--- src/rtl/mdio_pkg.sv ---
package mdio_pkg;

    localparam int FRAME_BITS = 64;
    localparam int PRE_LAST   = 31;
    localparam int HDR_LAST   = 45;
    localparam int TA_LAST    = 47;
    localparam int DATA_W     = 16;

    typedef enum logic [2:0] {
        ST_IDLE,
        ST_PREAMBLE,
        ST_HEADER,
        ST_TURN,
        ST_DATA
    } mdio_state_e;

    typedef struct packed {
        logic        go;
        logic        spare;
        logic [4:0]  regad;
        logic [4:0]  phy;
        logic [1:0]  op;
        logic [1:0]  st;
        logic [15:0] data;
    } mdio_cmd_t;

endpackage

--- src/rtl/mdio_clkgen.sv ---
module mdio_clkgen #(
    parameter int DIV_HALF = 2
) (
    input  logic clk,
    input  logic rst_n,
    input  logic run,
    output logic mdc,
    output logic rise_stb,
    output logic fall_stb
);
    localparam int CW = (DIV_HALF > 1) ? $clog2(DIV_HALF) : 1;

    logic [CW-1:0] cnt;
    logic          wrap;

    assign wrap     = run && (cnt == CW'(DIV_HALF - 1));
    assign rise_stb = wrap && !mdc;
    assign fall_stb = wrap && mdc;

    always_ff @(posedge clk or negedge rst_n) begin
        if (!rst_n) begin
            cnt <= '0;
            mdc <= 1'b0;
        end else if (!run) begin
            cnt <= '0;
            mdc <= 1'b0;
        end else if (wrap) begin
            cnt <= '0;
            mdc <= ~mdc;
        end else begin
            cnt <= cnt + 1'b1;
        end
    end
endmodule

--- src/rtl/mdio_seq.sv ---
module mdio_seq
    import mdio_pkg::*;
(
    input  logic        clk,
    input  logic        rst_n,
    input  logic        launch,
    input  logic        fall_stb,
    output mdio_state_e state,
    output logic [5:0]  bit_idx,
    output logic        ph_drive,
    output logic        ph_resp,
    output logic        ph_data,
    output logic        done
);
    mdio_state_e nxt;

    always_ff @(posedge clk or negedge rst_n) begin
        if (!rst_n) state <= ST_IDLE;
        else        state <= nxt;
    end

    always_ff @(posedge clk or negedge rst_n) begin
        if (!rst_n)                            bit_idx <= '0;
        else if (launch)                       bit_idx <= '0;
        else if (fall_stb && state != ST_IDLE) bit_idx <= bit_idx + 1'b1;
    end

    always_comb begin
        nxt = state;
        unique case (state)
            ST_IDLE:     if (launch) nxt = ST_PREAMBLE;
            ST_PREAMBLE: if (fall_stb && bit_idx == 6'(PRE_LAST)) nxt = ST_HEADER;
            ST_HEADER:   if (fall_stb && bit_idx == 6'(HDR_LAST)) nxt = ST_TURN;
            ST_TURN:     if (fall_stb && bit_idx == 6'(TA_LAST))  nxt = ST_DATA;
            ST_DATA:     if (fall_stb && bit_idx == 6'(FRAME_BITS - 1)) nxt = ST_IDLE;
            default:     nxt = ST_IDLE;
        endcase
    end

    always_comb begin
        ph_drive = 1'b0;
        ph_resp  = 1'b0;
        ph_data  = 1'b0;
        done     = 1'b0;
        unique case (state)
            ST_IDLE:     ;
            ST_PREAMBLE: ph_drive = 1'b1;
            ST_HEADER:   ph_drive = 1'b1;
            ST_TURN:     ph_resp  = 1'b1;
            ST_DATA: begin
                ph_resp = 1'b1;
                ph_data = 1'b1;
                done    = fall_stb && (bit_idx == 6'(FRAME_BITS - 1));
            end
            default:     ;
        endcase
    end
endmodule

--- src/rtl/mdio_shreg.sv ---
module mdio_shreg #(
    parameter int W    = 64,
    parameter int CAPW = 16
) (
    input  logic            clk,
    input  logic            rst_n,
    input  logic            load,
    input  logic [W-1:0]    load_val,
    input  logic            shift,
    input  logic            capture,
    input  logic            sin,
    output logic            sout,
    output logic [CAPW-1:0] cap
);
    logic [W-1:0] sreg;

    assign sout = sreg[W-1];

    always_ff @(posedge clk or negedge rst_n) begin
        if (!rst_n)     sreg <= '0;
        else if (load)  sreg <= load_val;
        else if (shift) sreg <= {sreg[W-2:0], 1'b1};
    end

    always_ff @(posedge clk or negedge rst_n) begin
        if (!rst_n)       cap <= '0;
        else if (load)    cap <= '0;
        else if (capture) cap <= {cap[CAPW-2:0], sin};
    end
endmodule

--- src/rtl/mdio_master.sv ---
module mdio_master
    import mdio_pkg::*;
#(
    parameter int DIV_HALF = 2
) (
    input  logic        clk,
    input  logic        rst_n,
    input  logic        cmd_we,
    input  logic [31:0] cmd_wdata,
    output logic [31:0] cmd_rdata,
    output logic        mdc,
    output logic        mdio_o,
    output logic        mdio_oe,
    input  logic        mdio_i
);
    mdio_cmd_t   cmd_q;
    mdio_cmd_t   wr;
    mdio_state_e state;
    logic [5:0]  bit_idx;
    logic        launch, done, rise_stb, fall_stb;
    logic        ph_drive, ph_resp, ph_data;
    logic        wr_is_read;
    logic [FRAME_BITS-1:0] frame_ld;
    logic [DATA_W-1:0]     cap;

    assign wr        = mdio_cmd_t'(cmd_wdata);
    assign launch    = cmd_we && wr.go && !cmd_q.go;
    assign cmd_rdata = cmd_q;
    assign mdio_oe   = ph_drive || (ph_resp && !cmd_q.op[1]);

    assign wr_is_read = wr.op[1];

    always_comb begin
        frame_ld = {32'hFFFF_FFFF, wr.st, wr.op, wr.phy, wr.regad,
                    wr_is_read ? 2'b11 : 2'b10,
                    wr_is_read ? 16'hFFFF : wr.data};
    end

    always_ff @(posedge clk or negedge rst_n) begin
        if (!rst_n) begin
            cmd_q <= '0;
        end else if (launch) begin
            cmd_q <= wr;
        end else if (done) begin
            cmd_q.go <= 1'b0;
            if (cmd_q.op[1]) cmd_q.data <= cap;
        end
    end

    mdio_clkgen #(.DIV_HALF(DIV_HALF)) u_clk (
        .clk      (clk),
        .rst_n    (rst_n),
        .run      (cmd_q.go),
        .mdc      (mdc),
        .rise_stb (rise_stb),
        .fall_stb (fall_stb)
    );

    mdio_seq u_seq (
        .clk      (clk),
        .rst_n    (rst_n),
        .launch   (launch),
        .fall_stb (fall_stb),
        .state    (state),
        .bit_idx  (bit_idx),
        .ph_drive (ph_drive),
        .ph_resp  (ph_resp),
        .ph_data  (ph_data),
        .done     (done)
    );

    mdio_shreg #(.W(FRAME_BITS), .CAPW(DATA_W)) u_sh (
        .clk      (clk),
        .rst_n    (rst_n),
        .load     (launch),
        .load_val (frame_ld),
        .shift    (fall_stb && state != ST_IDLE),
        .capture  (rise_stb && ph_data),
        .sin      (mdio_i),
        .sout     (mdio_o),
        .cap      (cap)
    );
endmodule

--- config.mk ---
export PLATFORM = sky130hd
export DESIGN_NAME = mdio_master
export DESIGN_NICKNAME = d
export VERILOG_FILES = /design/src/rtl/mdio_pkg.sv /design/src/rtl/mdio_clkgen.sv /design/src/rtl/mdio_seq.sv /design/src/rtl/mdio_shreg.sv /design/src/rtl/mdio_master.sv
export SDC_FILE = /design/constraint.sdc
export NUM_CORES = 1
export LEC_CHECK = 0
export BUFFER_PORTS_ARGS = -buffer_cell sky130_fd_sc_hd__buf_2
export CORE_MARGIN = 2
export CORE_UTILIZATION = 30
export CTS_BUF_LIST = sky130_fd_sc_hd__clkbuf_4 sky130_fd_sc_hd__clkbuf_8
export DETAILED_ROUTE_END_ITERATION = 12
export GPL_TIMING_DRIVEN = 0
export PLACE_DENSITY = 0.44
export SYNTH_ARGS = -nofsm -noshare
export SYNTH_HDL_FRONTEND = slang
export SYNTH_HIERARCHICAL = 1
export SYNTH_SLANG_ARGS = --single-unit
export TNS_END_PERCENT = 10
--- constraint.sdc ---
create_clock -name clk -period 2.5 [get_ports clk]
set_clock_uncertainty 0.1 [all_clocks]
set_input_delay 0.125 -clock clk [delete_from_list [all_inputs] [get_ports clk]]
set_output_delay 0.125 -clock clk [all_outputs]
set_load 0.005 [all_outputs]
## Word-level counts from Yosys, hierarchy flattened

Cells that the tools add are included.

- Equality and inequality tests: 14
- Bitwise gates (word level): 1
- Reductions and logical operators: 26
- Multiplexer cells: 27
- Add/subtract/negate cells: 2

Operators with widths:

| cell | number |
|---|---|
| two-way mux 64 bit | 2 |
| two-way mux 16 bit | 6 |
| equality test 6 bit, second input constant | 3 |
| two-way mux 3 bit | 5 |
| case mux 3 bit (5 select lines) | 1 |
| logical AND 1 bit | 12 |
| two-way mux 6 bit | 2 |
| two-way mux 1 bit | 11 |
| != test 2 x 1 -> 1 bit, second input constant | 5 |
| nonzero test 2 bit | 4 |
| adder 6 x 1 -> 6 bit, second input constant | 1 |
| equality test 3 x 2 -> 1 bit, second input constant | 2 |
| equality test 6 x 5 -> 1 bit, second input constant | 1 |
| AND reduction 5 bit | 1 |
| OR reduction 2 bit | 2 |
| equality test 3 x 1 -> 1 bit, second input constant | 1 |
| equality test 3 bit, second input constant | 1 |
| logical NOT 1 bit | 3 |
| logical NOT 3 bit | 1 |
| nonzero test 3 bit | 1 |
| != test 2 bit, second input constant | 1 |
| AND reduction 2 bit | 1 |
| adder 1 bit, second input constant | 1 |
| logical OR 1 bit | 1 |
| inverter 1 bit | 1 |

- Register bits after elaboration: 123
- Output and inout port bits: 35
- Input port bits: 36

## Logic depth before layout (Yosys ltp)

Gate-level depths: netlist of the first run.

- Word-level depth: 6
- Mapped depth: 9
- Gate-level depth less buffers: 5

## By module

Netlist of the first run, hierarchy kept.

Modules (own cells, without submodules):

| module | area each (um^2) | times used | cells an instance | sequential area each (um^2) |
|---|---|---|---|---|
| mdio_shreg | 3612.2 | 1 | 329 | 2001.9 |
| mdio_master | 1789.2 | 1 | 151 | 800.8 |
| mdio_seq | 553.0 | 1 | 61 | 225.2 |
| mdio_clkgen | 88.8 | 1 | 8 | 50.0 |

## Worst setup path before layout of the first run

OpenSTA, ideal clock, no wires.

- Kind: reg2reg
- Start: register cmd_q, in the netlist cmd_rdata[31]
- End: register u_sh.sreg[0]
- Library setup time: 136 ps
- Period minus slack after synthesis: 1916 ps
- Arrival: 1679 ps
- Stages on the path, launching flop included: 8
- Path slack: 584 ps
- Cells stage by stage: dfrtp_1 nand3b_4 buf_6 buf_4 inv_1 buf_4 clkbuf_1 o21ai_0

- Elaborated cells between the ends (all ways): 7
- Those cells by class: 1 x mux; 6 x reduce/logical

RTL lines:

| item | RTL line | RTL |
|---|---|---|
| from (decl) | mdio_master.sv:16 | `mdio_cmd_t cmd_q;` |
| from (signal assigned) | mdio_master.sv:43 | `cmd_q <= wr;` |
| logical NOT 1 bit (*) | n/a |  |
| logical AND 1 bit (*) | mdio_master.sv:27 | `assign launch = cmd_we && wr.go && !cmd_q.go;` |
| net launch | mdio_master.sv:20 | `logic launch, done, rise_stb, fall_stb;` |
| two-way mux 64 bit / nonzero test 2 bit (equally long branches) | n/a |  |
| to (signal assigned) | mdio_shreg.sv:21 | `else if (load) sreg <= load_val;` |
| to (signal assigned) | mdio_shreg.sv:22 | `else if (shift) sreg <= {sreg[W-2:0], 1'b1};` |
| to (decl) | mdio_shreg.sv:15 | `logic [W-1:0] sreg;` |

Mark *: on every way through the listed nets, which the timed path passes. The rest lies on a longest branch.
A chain may end at the register's enable or synchronous reset.

## Final worst setup path of the first run

- Start: register cmd_q, in the netlist cmd_rdata[31]
- End: register u_sh.sreg[51]

The elaborated chain is that of the path after synthesis.

==> flow_summary_export.csv, run 1 <==
group,metric,value,unit
floorplanning,core,19590,sq um
yosys,syn_inst,549,
setup_path,startpoint_type,"flop",
floorplanning,pin_count,71,
timing,hold_viol,0,
setup_path,r2r-start,"cmd_rdata[31]$_DFFE_PN0P_",
setup_path,crit_chain,"nand3b_4 > buf_6 > buf_4 > clkinvlp_4 > buf_4 > buf_4 > buf_2 > nand2_1 > o21ai_1",
yosys,syn_area_per_cell,11.01,sq um
timing,fmax,0.4288,GHz
clock_tree,cts.sinks,123,
setup_path,cp.arrival,2530,ps
yosys,ys_types,45,
placement,port_buffers,70,
floorplanning,die_h,145.9,microns
setup_path,slowest_delay,470,ps
global_routing,grt_antenna_before_repair,0,
floorplanning,die_w,145.9,microns
yosys,postSynth.asyncResetShare,100.0,%
routing,drt_iter0_markers,219,
routing,via_per_inst,4.581,
power,finalPower,0.004595,W
clock_tree,cts.clk_slew.worst_paths,70,ps
timing,period_minus_slack,2332,ps
global_routing,grt_pass1_wl,24.47,mm
clock_tree,cts-root-buf,"clkbuf_8",
floorplanning,dieArea,21300,sq um
routing,wire_per_inst,14.91,microns
power,power.leakage,3.011,nW
timing,finalCritPeriodShare,93.28,%
clock_tree,cts_buffer_depth,2,
status,status,"completed",
yosys,synth-main-ff-cell,"dfrtp_1",
cells_and_area,regArea,3079,sq um
timing,rsz0062_at_grt,"false",
routing,drc,0,
setup_path,path_class,"flop to flop",
clock_tree,clk-insertion-delay-late,440,ps
yosys,yosysSeqAreaShare,50.93,%
timing,maxSlewViolCount,0,
setup_path,timing.rr.end,"u_sh/sreg[51]$_DFFE_PN0P_",
setup_path,crit_family,"buffers and inverters",
setup_path,crit_required,2700,ps
power,powerDensity,600.0,nW/um^2
routing,dr_total_vias,4517,
placement,post-place-ws,-263.4,ps
timing,slew_headroom,64.15,%
clock_tree,cts_tree,"done",
routing,detailedRoute.firstPassIterationCount,4,
global_routing,grt_start_max_net_pins,78,
setup_path,reg2reg_slack,170,ps
power,ir_drop,370.0,uV
yosys,ys_ff_latch,123,
clock_tree,htree_levels,4,
cells_and_area,diodes,0,
cells_and_area,nFillCells,2026,
job,drv_cap,0,
global_routing,overflow,0,
yosys,yosys_warnings,6,
cells_and_area,utilization,39.09,%
clock_tree,cts_buffers,17,
floorplanning,initial_core_util,30.85,%
setup_path,critPathBufInv,6,
global_routing,first_global_vias,4634,
floorplanning,row_count,51,
setup_path,r2r_cells,9,
cells_and_area,fin_nets,747,
setup_path,critPathSlowestCell,"dfrtp_2",
yosys,syn_area,6043,sq um
placement,place.gp.congestion,0.8034,
global_routing,gr-usage-all-layers,14.30,%
hold_path,hp-class,"input port to async pin",
cells_and_area,drive_gt1_share,28.02,%
routing,wirelength,14.70,mm
timing,worstMarginPinSlew,537.7,ps
placement,hpwl,10.04,mm
setup_path,cp-end-kind,"flop",
cells_and_area,multi_input_area,2773,sq um
setup_path,crit_cells,9,
setup_path,path_common_cell,"buf_4",
timing,finalSetupViolations,0,
setup_path,crit_fanout,10,
routing,ant_nets,0,
timing,timing.final.ws_setup,168.1,ps
yosys,synth_edf_count,0,
cells_and_area,synthToLayoutAreaGrowth,26.71,%
[state kept, by name, summed over array words and instances, names as in the netlist]
signal,cells
u_sh/cap,16
u_seq/bit_idx,6
u_clk/cnt,1
u_seq/state,3
u_sh/sreg,64
cmd_rdata,32
u_clk/mdc,1
[cell families after synthesis]
logic type | Yosys count | synth area share (%)
AOI/OAI and AO/OA | 117 | 12.01
xor gates and xnor gates | 4 | 0.5798
adders and majority gates | 2 | 0.4140
buffers and inverters | 48 | 5.176
DFF | 123 | 50.93
muxes | 94 | 16.56
other | 1 | 0.06205
and+or+nand+nor | 160 | 14.27
[timing repair]
action	4_1_cts	5_1_grt
endpoints found under the setup margin	91	52
gates resized for setup	3	0
setup buffers	0	5
hold endpoints to repair	171	0
pin swaps	0	0
hold buffers	33	0
[stage by stage]
stage | setup TNS [ps] | cell area (sq um) | cells | hold slack, ps
floorplan | 0 | 6163 | 581 | -270.6
global placement | -70120 | 6845 | 916 | 259.9
detailed placement | -7413 | 6879 | 917 | -2.859
CTS | 0 | 7620 | 981 | 65.78
global route | 0 | 7657 | 986 | 76.64
finish | 0 | 7657 | 986 | 74.45
[metal layers]
metal  share of wire, %  routed length [microns]  vias up  GRT usage, %
li1                   -                        -     2224             -
met5                  0                        0        -             0
met4                1.6                      234        0         5.637
met2                 45                     6663       95         22.26
met1                 49                     7238     2179         19.34
met3                3.8                      563       19         3.229
[worst reg2reg max path: stages, from the launching register on]
cell and delay [ps]:
dfrtp_2 470, nand3b_4 240, buf_6 200, buf_4 200
clkinvlp_4 220, buf_4 240, buf_4 180, buf_2 190
nand2_1 90, o21ai_1 70
[cell type report]
| class | instances | share of cell area (%) |
|---|---|---|
| Buffer | 42 | 3.807 |
| Clock buffer | 22 | 3.709 |
| Clock inverter | 9 | 1.569 |
| Inverter | 6 | 0.3431 |
| Multi-Input combinational cell | 410 | 36.21 |
| Sequential cell | 123 | 40.21 |
| Tap cell | 265 | 4.330 |
| Timing Repair Buffer | 109 | 9.820 |
[cell usage in the layout (no fill, tap or decap), drive strengths merged, types with 2 or more instances in the layout]
cell	count
a21bo	16
nor2	22
inv	5
bufinv	3
and2	2
buf	102
dlygate4sd3	33
conb	33
mux2	15
clkbuf	38
and4bb	14
o31ai	2
or3	5
a31oi	17
ha	2
dfrtp	123
o21ai	70
xor2	3
clkinv	6
or2	17
nand3	18
mux2i	79
nor4bb	2
a21oi	5
nand2	72
[worst max path at each step]
stage	from	end	slack (ps)
floorplan	cmd_rdata[31]$_DFFE_PN0P_	u_sh/sreg[0]$_DFFE_PN0P_	580
global placement	rst_n	u_sh/sreg[45]$_DFFE_PN0P_	-530
detailed placement	cmd_rdata[31]$_DFFE_PN0P_	u_sh/sreg[55]$_DFFE_PN0P_	-260
CTS	cmd_rdata[31]$_DFFE_PN0P_	u_sh/sreg[51]$_DFFE_PN0P_	40
global route	u_seq/state[2]$_DFFE_PN0P_	cmd_rdata[1]$_DFFE_PN0P_	4
finish	cmd_rdata[31]$_DFFE_PN0P_	u_sh/sreg[51]$_DFFE_PN0P_	170
[power breakdown]
part | switching (W) | leakage [nW] | internal, W
registers | 0.000120 | 1.29 | 0.00214
logic | 0.000252 | 1.51 | 0.000243
clock network | 0.000787 | 0.216 | 0.00106
total | 0.00116 | 3.01 | 0.00344
[synth_stat cells (all sizes together) (6+ instances only)]
| cell | instances | area [sq um] |
|---|---|---|
| a21bo | 16 | 160.1 |
| a31oi | 17 | 106.4 |
| and4bb | 14 | 175.2 |
| buf | 26 | 230.2 |
| clkbuf | 16 | 60.06 |
| dfrtp | 123 | 3078 |
| inv | 6 | 22.52 |
| mux2 | 15 | 210.2 |
| mux2i | 79 | 790.8 |
| nand2 | 72 | 270.3 |
| nand3 | 18 | 90.09 |
| nor2 | 22 | 82.58 |
| o21ai | 70 | 350.3 |
| or2 | 17 | 106.4 |
(Power assumes the default switching activity.)
==> inputs of run 2 (changes only) <==
- CELL_PAD_IN_SITES_DETAIL_PLACEMENT: not set -> 1
- CELL_PAD_IN_SITES_GLOBAL_PLACEMENT: not set -> 1
- CORE_UTILIZATION: 30 -> 48
- PLACE_DENSITY: 0.44 -> 0.79
==> run 2 against run 1 <==
- sequential power hardly changed
- setup slack better by 7.5 ps
- total power is 3.3% higher
- sequential share of layout area is 0.57 points higher
- combinational power is 3% higher
- clock-buffer cell count is 1 lower
- worst hold slack worse by 33 ps
- clock power is 7% higher
- largest power group unchanged
==> flow_summary_export.csv, run 2 (synthesized netlist as in run 1, its figures left out) <==
group,metric,value,unit
hold_path,worstHoldEndpoint,"cmd_rdata[15]$_DFFE_PN0P_",
clock_tree,post_cts_buffers,0,
hold_path,min_from,"cmd_wdata[31]",
clock_tree,cts_buffer_depth,2,
setup_path,cp-end-kind,"flop",
setup_path,r2r_cells,9,
power,powerDensity,628.3,nW/um^2
setup_path,timing.rr.end,"u_sh/sreg[46]$_DFFE_PN0P_",
power,p_int,0.003540,W
setup_path,crit_required,2720,ps
setup_path,cp.arrival,2550,ps
setup_path,crit_fanout,14,
cells_and_area,final_cell_mix,"dfrtp_1, buf_2, mux2i_1, nand2_1, o21ai_1",
cells_and_area,synthToLayoutAreaGrowth,24.95,%
cells_and_area,utilization,62.09,%
floorplanning,die_w,116.2,microns
routing,detailedRoute.firstPassIterationCount,4,
floorplanning,pin_count,71,
routing,drt_iter0_markers,164,
clock_tree,cts.clk_slew.worst_paths,70,ps
clock_tree,clk-insertion-delay-late,460,ps
global_routing,gr-usage-all-layers,24.98,%
routing,wirelength,15.57,mm
placement,place.gp.congestion,0.8039,
setup_path,startpoint_type,"flop",
power,p_clk_share,41.6,%
routing,ant_nets,0,
placement,port_buffers,70,
timing,finalCritPeriodShare,92.98,%
timing,hold_viol,0,
setup_path,reg2reg_slack,180,ps
job,drv_cap,0,
placement,hpwl,10.34,mm
clock_tree,cts_tree,"done",
clock_tree,cts.sinks,123,
global_routing,grt_start_max_net_pins,64,
timing,rsz0062_at_grt,"false",
status,status,"completed",
clock_tree,cts_buffers,17,
timing,worstMarginPinSlew,591.2,ps
routing,via_per_inst,5.238,
hold_path,hp-class,"input port to flop",
power,comb_power_share,10.7,%
clock_tree,cts-root-buf,"clkbuf_8",
routing,wire_per_inst,17.57,microns
cells_and_area,drive_gt1_share,27.86,%
cells_and_area,top_register,"u_sh/sreg",
hold_path,whs_path_depth,3,
power,finalPower,0.004744,W
timing,finalSetupViolations,0,
timing,slew_headroom,60.59,%
power,p_seq_share,47.7,%
setup_path,r2r-start,"cmd_rdata[31]$_DFFE_PN0P_",
cells_and_area,nFillCells,1333,
power,p_switching,0.001204,W
clock_tree,htree_levels,4,
global_routing,overflow,0,
power,ir_drop,438.6,uV
global_routing,first_global_vias,5029,
floorplanning,initial_core_util,49.69,%
routing,drc,0,
global_routing,grt_antenna_before_repair,0,
global_routing,grt_pass1_wl,25.47,mm
timing,period_minus_slack,2324,ps
timing,fin_hold_ws,41.72,ps
floorplanning,die_h,116.2,microns
timing,fmax,0.4302,GHz
power,p_sw_share,25.37,%
setup_path,path_class,"flop to flop",
cells_and_area,fin_nets,743,
routing,dr_total_vias,4641,
floorplanning,core,12160,sq um
power,power.leakage,3.008,nW
cells_and_area,diodes,0,
floorplanning,dieArea,13500,sq um
cells_and_area,largest_reg_flops,64,
timing,maxSlewViolCount,0,
floorplanning,row_count,40,
cells_and_area,final_common_cell,"dfrtp_1",
run 2: what timing repair did:
item | CTS | global route
setup endpoints to repair | 2 | 76
endpoints found under the hold margin | 109 | 0
hold buffers | 34 | 0
resized for setup | 1 | 7
run 2: worst max path at each step:
| stage | cells after the start | endpoint | startpoint |
|---|---|---|---|
| floorplan | 7 | u_sh/sreg[0]$_DFFE_PN0P_ | cmd_rdata[31]$_DFFE_PN0P_ |
| global placement | 1 | u_sh/cap[0]$_DFFE_PN0P_ | rst_n |
| detailed placement | 9 | u_sh/sreg[50]$_DFFE_PN0P_ | cmd_rdata[31]$_DFFE_PN0P_ |
| CTS | 9 | u_sh/sreg[26]$_DFFE_PN0P_ | cmd_rdata[31]$_DFFE_PN0P_ |
| global route | 9 | u_sh/sreg[46]$_DFFE_PN0P_ | cmd_rdata[31]$_DFFE_PN0P_ |
| finish | 9 | u_sh/sreg[46]$_DFFE_PN0P_ | cmd_rdata[31]$_DFFE_PN0P_ |
run 2: per-stage QoR:
stage          instance area, sq um  setup TNS [ps]  setup slack (ps)  cells
6_report                       7551               0             175.6    886
5_1_grt                        7551               0             9.264    886
4_1_cts                        7546               0             16.18    886
3_5_place_dp                   6758               0             17.42    820
3_3_place_gp                   6724          -44540            -370.3    819
2_1_floorplan                  6163               0             584.4    581
run 2: layout make-up:
type,instances,area [sq um],area share [%]
plain buffers,42,294.0,3.894
clock buffers,21,276.5,3.662
clock inverters,11,167.7,2.220
inverters,6,26.28,0.3480
multi-input cells,410,2773,36.72
flip-flops and latches,123,3079,40.78
well taps,168,210.2,2.784
repair buffers,105,724.4,9.594
run 2: routing by layer:
layer | wire (microns) | GRT usage, %
met5 | 0 | 0
met1 | 6965 | 31.88
met3 | 513 | 5.086
met4 | 281 | 9.286
met2 | 7805 | 42.34
run 2: power groups by stage:
stage | logic [W] | registers [W] | clock network (W)
floorplan | 0.000283 | 0.00226 | 0
global placement | 0.000428 | 0.00228 | 0
detailed placement | 0.000465 | 0.00230 | 0
CTS | 0.000511 | 0.00226 | 0.00201
global route | 0.000579 | 0.00229 | 0.00211
finish | 0.000510 | 0.00226 | 0.00197
run 2: critical path, cell delays in order (launching register included):
cell and delay, ps:
dfrtp_2 490, nand3b_4 240, buf_6 180, buf_4 200
clkinvlp_4 190, buf_4 230, buf_4 190, buf_2 200
nand2_1 90, o21ai_1 70
==> inputs of run 3 (changes only) <==
- CORE_UTILIZATION: 48 -> 46
- SYNTH_HIERARCHICAL: 1 -> not set
==> run 3 against run 2 <==
- clock-buffer cell count rose by 4
- non-clock buffer count grew 27
- setup slack better by 180 ps
- highest routed layer unchanged
- sequential share of layout area grew 2.0 points
- critical path depth fell by 3
- core utilization down 4.6 points
- first-iteration DRC count rose by 130%
- total power decreased by 11%
- design area shrank 4.7%
- combinational power is 55% lower
- wire length rose by 18%
- fmax up 8.5%
==> flow_summary_export.csv, run 3 <==
group,metric,value,unit
clock_tree,cts_buffers,17,
placement,place.gp.congestion,0.8329,
power,power.leakage,2.813,nW
global_routing,grt_antenna_before_repair,1,
timing,finalCritPeriodShare,85.72,%
hold_path,hp-class,"input port to async pin",
setup_path,slowest_delay,370,ps
setup_path,cp-end-kind,"output port",
routing,dr_total_vias,5544,
yosys,syn_area,5854,sq um
cells_and_area,final_common_cell,"dfrtp_1",
yosys,syn_area_per_cell,9.119,sq um
yosys,synth-main-ff-cell,"dfrtp_1",
yosys,ys_types,49,
clock_tree,holdBufCountCts,32,
cells_and_area,nFillCells,1528,
status,status,"completed",
floorplanning,die_w,116.8,microns
setup_path,crit_family,"buffers and inverters",
timing,fmax,0.4666,GHz
routing,via_per_inst,5.842,
clock_tree,cts.clk_slew.worst_paths,70,ps
setup_path,path_common_cell,"buf_6",
setup_path,path_class,"flop to output port",
floorplanning,pin_count,71,
clock_tree,post_cts_buffers,0,
global_routing,overflow,0,
cells_and_area,largest_reg_flops,64,
timing,tns,0,ps
yosys,syn_inst,642,
setup_path,crit_fanout,10,
setup_path,crit_required,2280,ps
placement,dp_cells,884,
timing,hold_viol,0,
setup_path,critPathBufInv,4,
yosys,synth_top_area_cell,"dfrtp_1",
clock_tree,cts_buffer_depth,2,
placement,port_buffers,69,
power,ir_drop,313.4,uV
yosys,synth_most_common_cell,"dfrtp_1",
cells_and_area,multi_input_area,2387,sq um
routing,detailedRoute.firstPassIterationCount,5,
global_routing,grt_pass1_wl,29.90,mm
global_routing,gr-usage-all-layers,28.64,%
setup_path,critPathSlowestCell,"dfrtp_1",
cells_and_area,final_cell_mix,"dfrtp_1, buf_2, nor2_1, a21oi_1, nand2_1",
cells_and_area,fin_nets,801,
global_routing,grt_start_max_net_pins,83,
job,drv_cap,0,
timing,rsz0062_at_grt,"false",
yosys,yosys_warnings,0,
cells_and_area,instances_no_fill,949,
clock_tree,clk-insertion-delay-late,450,ps
cells_and_area,synthToLayoutAreaGrowth,22.93,%
placement,placed_area,6449,sq um
power,finalPower,0.004201,W
yosys,yosys-top-cells-count,"dfrtp_1, nor2_1, a21oi_1",
power,powerDensity,583.8,nW/um^2
timing,maxSlewViolCount,0,
clock_tree,cts_resized,0,
cells_and_area,drive_gt1_share,19.97,%
floorplanning,core,12520,sq um
floorplanning,initial_core_util,46.77,%
routing,wirelength,18.36,mm
global_routing,first_global_vias,5850,
clock_tree,cts-root-buf,"clkbuf_8",
clock_tree,cts.sinks,123,
yosys,synth_nets,680,
routing,ant_nets,0,
clock_tree,cts_tree,"done",
setup_path,crit_chain,"buf_6 > or3b_1 > buf_6 > buf_6 > o22ai_1 > buf_2",
cells_and_area,regArea,3078,sq um
clock_tree,htree_levels,4,
timing,slew_headroom,59.83,%
yosys,synth_area_leaders,"dfrtp_1, a31oi_1, a21oi_1",
routing,drc,0,
yosys,yosysSeqAreaShare,52.58,%
cells_and_area,utilization,57.50,%
yosys,synth_edf_count,0,
cells_and_area,final_cell_area,7197,sq um
yosys,ys_ff_latch,123,
timing,worstMarginPinSlew,602.6,ps
floorplanning,die_h,116.8,microns
timing,finalSetupViolations,0,
timing,period_minus_slack,2143,ps
cells_and_area,top_register,"u_sh.sreg",
floorplanning,dieArea,13650,sq um
yosys,postSynth.asyncResetShare,100.0,%
setup_path,cp.arrival,1920,ps
setup_path,startpoint_type,"flop",
floorplanning,row_count,41,
routing,drt_iter0_markers,373,
yosys,synth_top_area_share,52.58,%
routing,wire_per_inst,19.34,microns
placement,hpwl,12.28,mm
==> run 3: cell count changes after synthesis, moves of 17 or more <==
cell     change
nand2_1     -20
nor2_1      +44
nor3_1      +49
o21ai_0     +37
a21oi_1     +49
or2_2       -17
buf_2       +21
o21ai_1     -58
a31oi_1     +29
nand3_1     +31
mux2i_1     -77
nand4_1     +17
==> run 3: per-layer routing <==
metal,share of wire (%),up-vias,GRT usage (%)
met1,43,2766,36.27
li1,-,2561,-
met3,4.6,52,6.437
met5,0,-,0
met2,49,165,46.86
met4,3.2,0,13.57
==> run 3: path summary, 6_finish.rpt <==
kind | start | endpoint | slack [ps] | cells past startpoint
max | u_seq.state[2]$_DFFE_PN0P_ | mdio_oe | 360 | 6
min | rst_n | cmd_rdata[27]$_DFFE_PN0P_ | 50 | 2
max reg2reg | cmd_rdata[31]$_DFFE_PN0P_ | cmd_rdata[14]$_DFFE_PN0P_ | 420 | 5
min reg2reg | cmd_rdata[21]$_DFFE_PN0P_ | cmd_rdata[21]$_DFFE_PN0P_ | 370 | 2
max in group asynchronous | rst_n | u_sh.sreg[57]$_DFFE_PN0P_ | 1480 | 3
min in group clk | cmd_wdata[19] | u_sh.sreg[9]$_DFFE_PN0P_ | 90 | 3
==> run 3: metrics by stage <==
stage	setup slack, ps	hold WS [ps]
4_1_cts	327.0	44.31
2_1_floorplan	841.6	-270.6
6_report	356.9	46.53
5_1_grt	226.2	75.57
3_3_place_gp	-387.0	219.6
3_5_place_dp	473.8	-28.99
==> run 3: layout make-up <==
type | count | share of cell area [%]
antenna | 1 | 0.03477
inverter | 4 | 0.2086
clock buffer | 25 | 4.346
clock inverter | 7 | 1.565
buffer | 72 | 5.198
sequential | 123 | 42.77
multi-input combinational | 443 | 33.17
timing repair buffer | 102 | 9.718
tap | 172 | 2.990
==> run 3: cells by family after synthesis <==
| kind of cell | Yosys count | share of synthesized area (%) |
|---|---|---|
| XOR/XNOR | 1 | 0.1496 |
| AO/OA/AOI/OAI | 175 | 17.63 |
| buffers and inverters | 76 | 6.646 |
| AND/OR/NAND/NOR | 262 | 22.04 |
| multiplexers | 3 | 0.5343 |
| flip-flops | 123 | 52.58 |
| adder cells (fa/ha/maj) | 2 | 0.4274 |
==> run 3: power by group <==
| group | total [W] | internal, W | leakage [nW] | switching [W] |
|---|---|---|---|---|
| Combinational | 0.000227 | 0.000105 | 1.36 | 0.000122 |
| Clock | 0.00190 | 0.00112 | 0.221 | 0.000785 |
| Sequential | 0.00207 | 0.00204 | 1.24 | 0.0000328 |
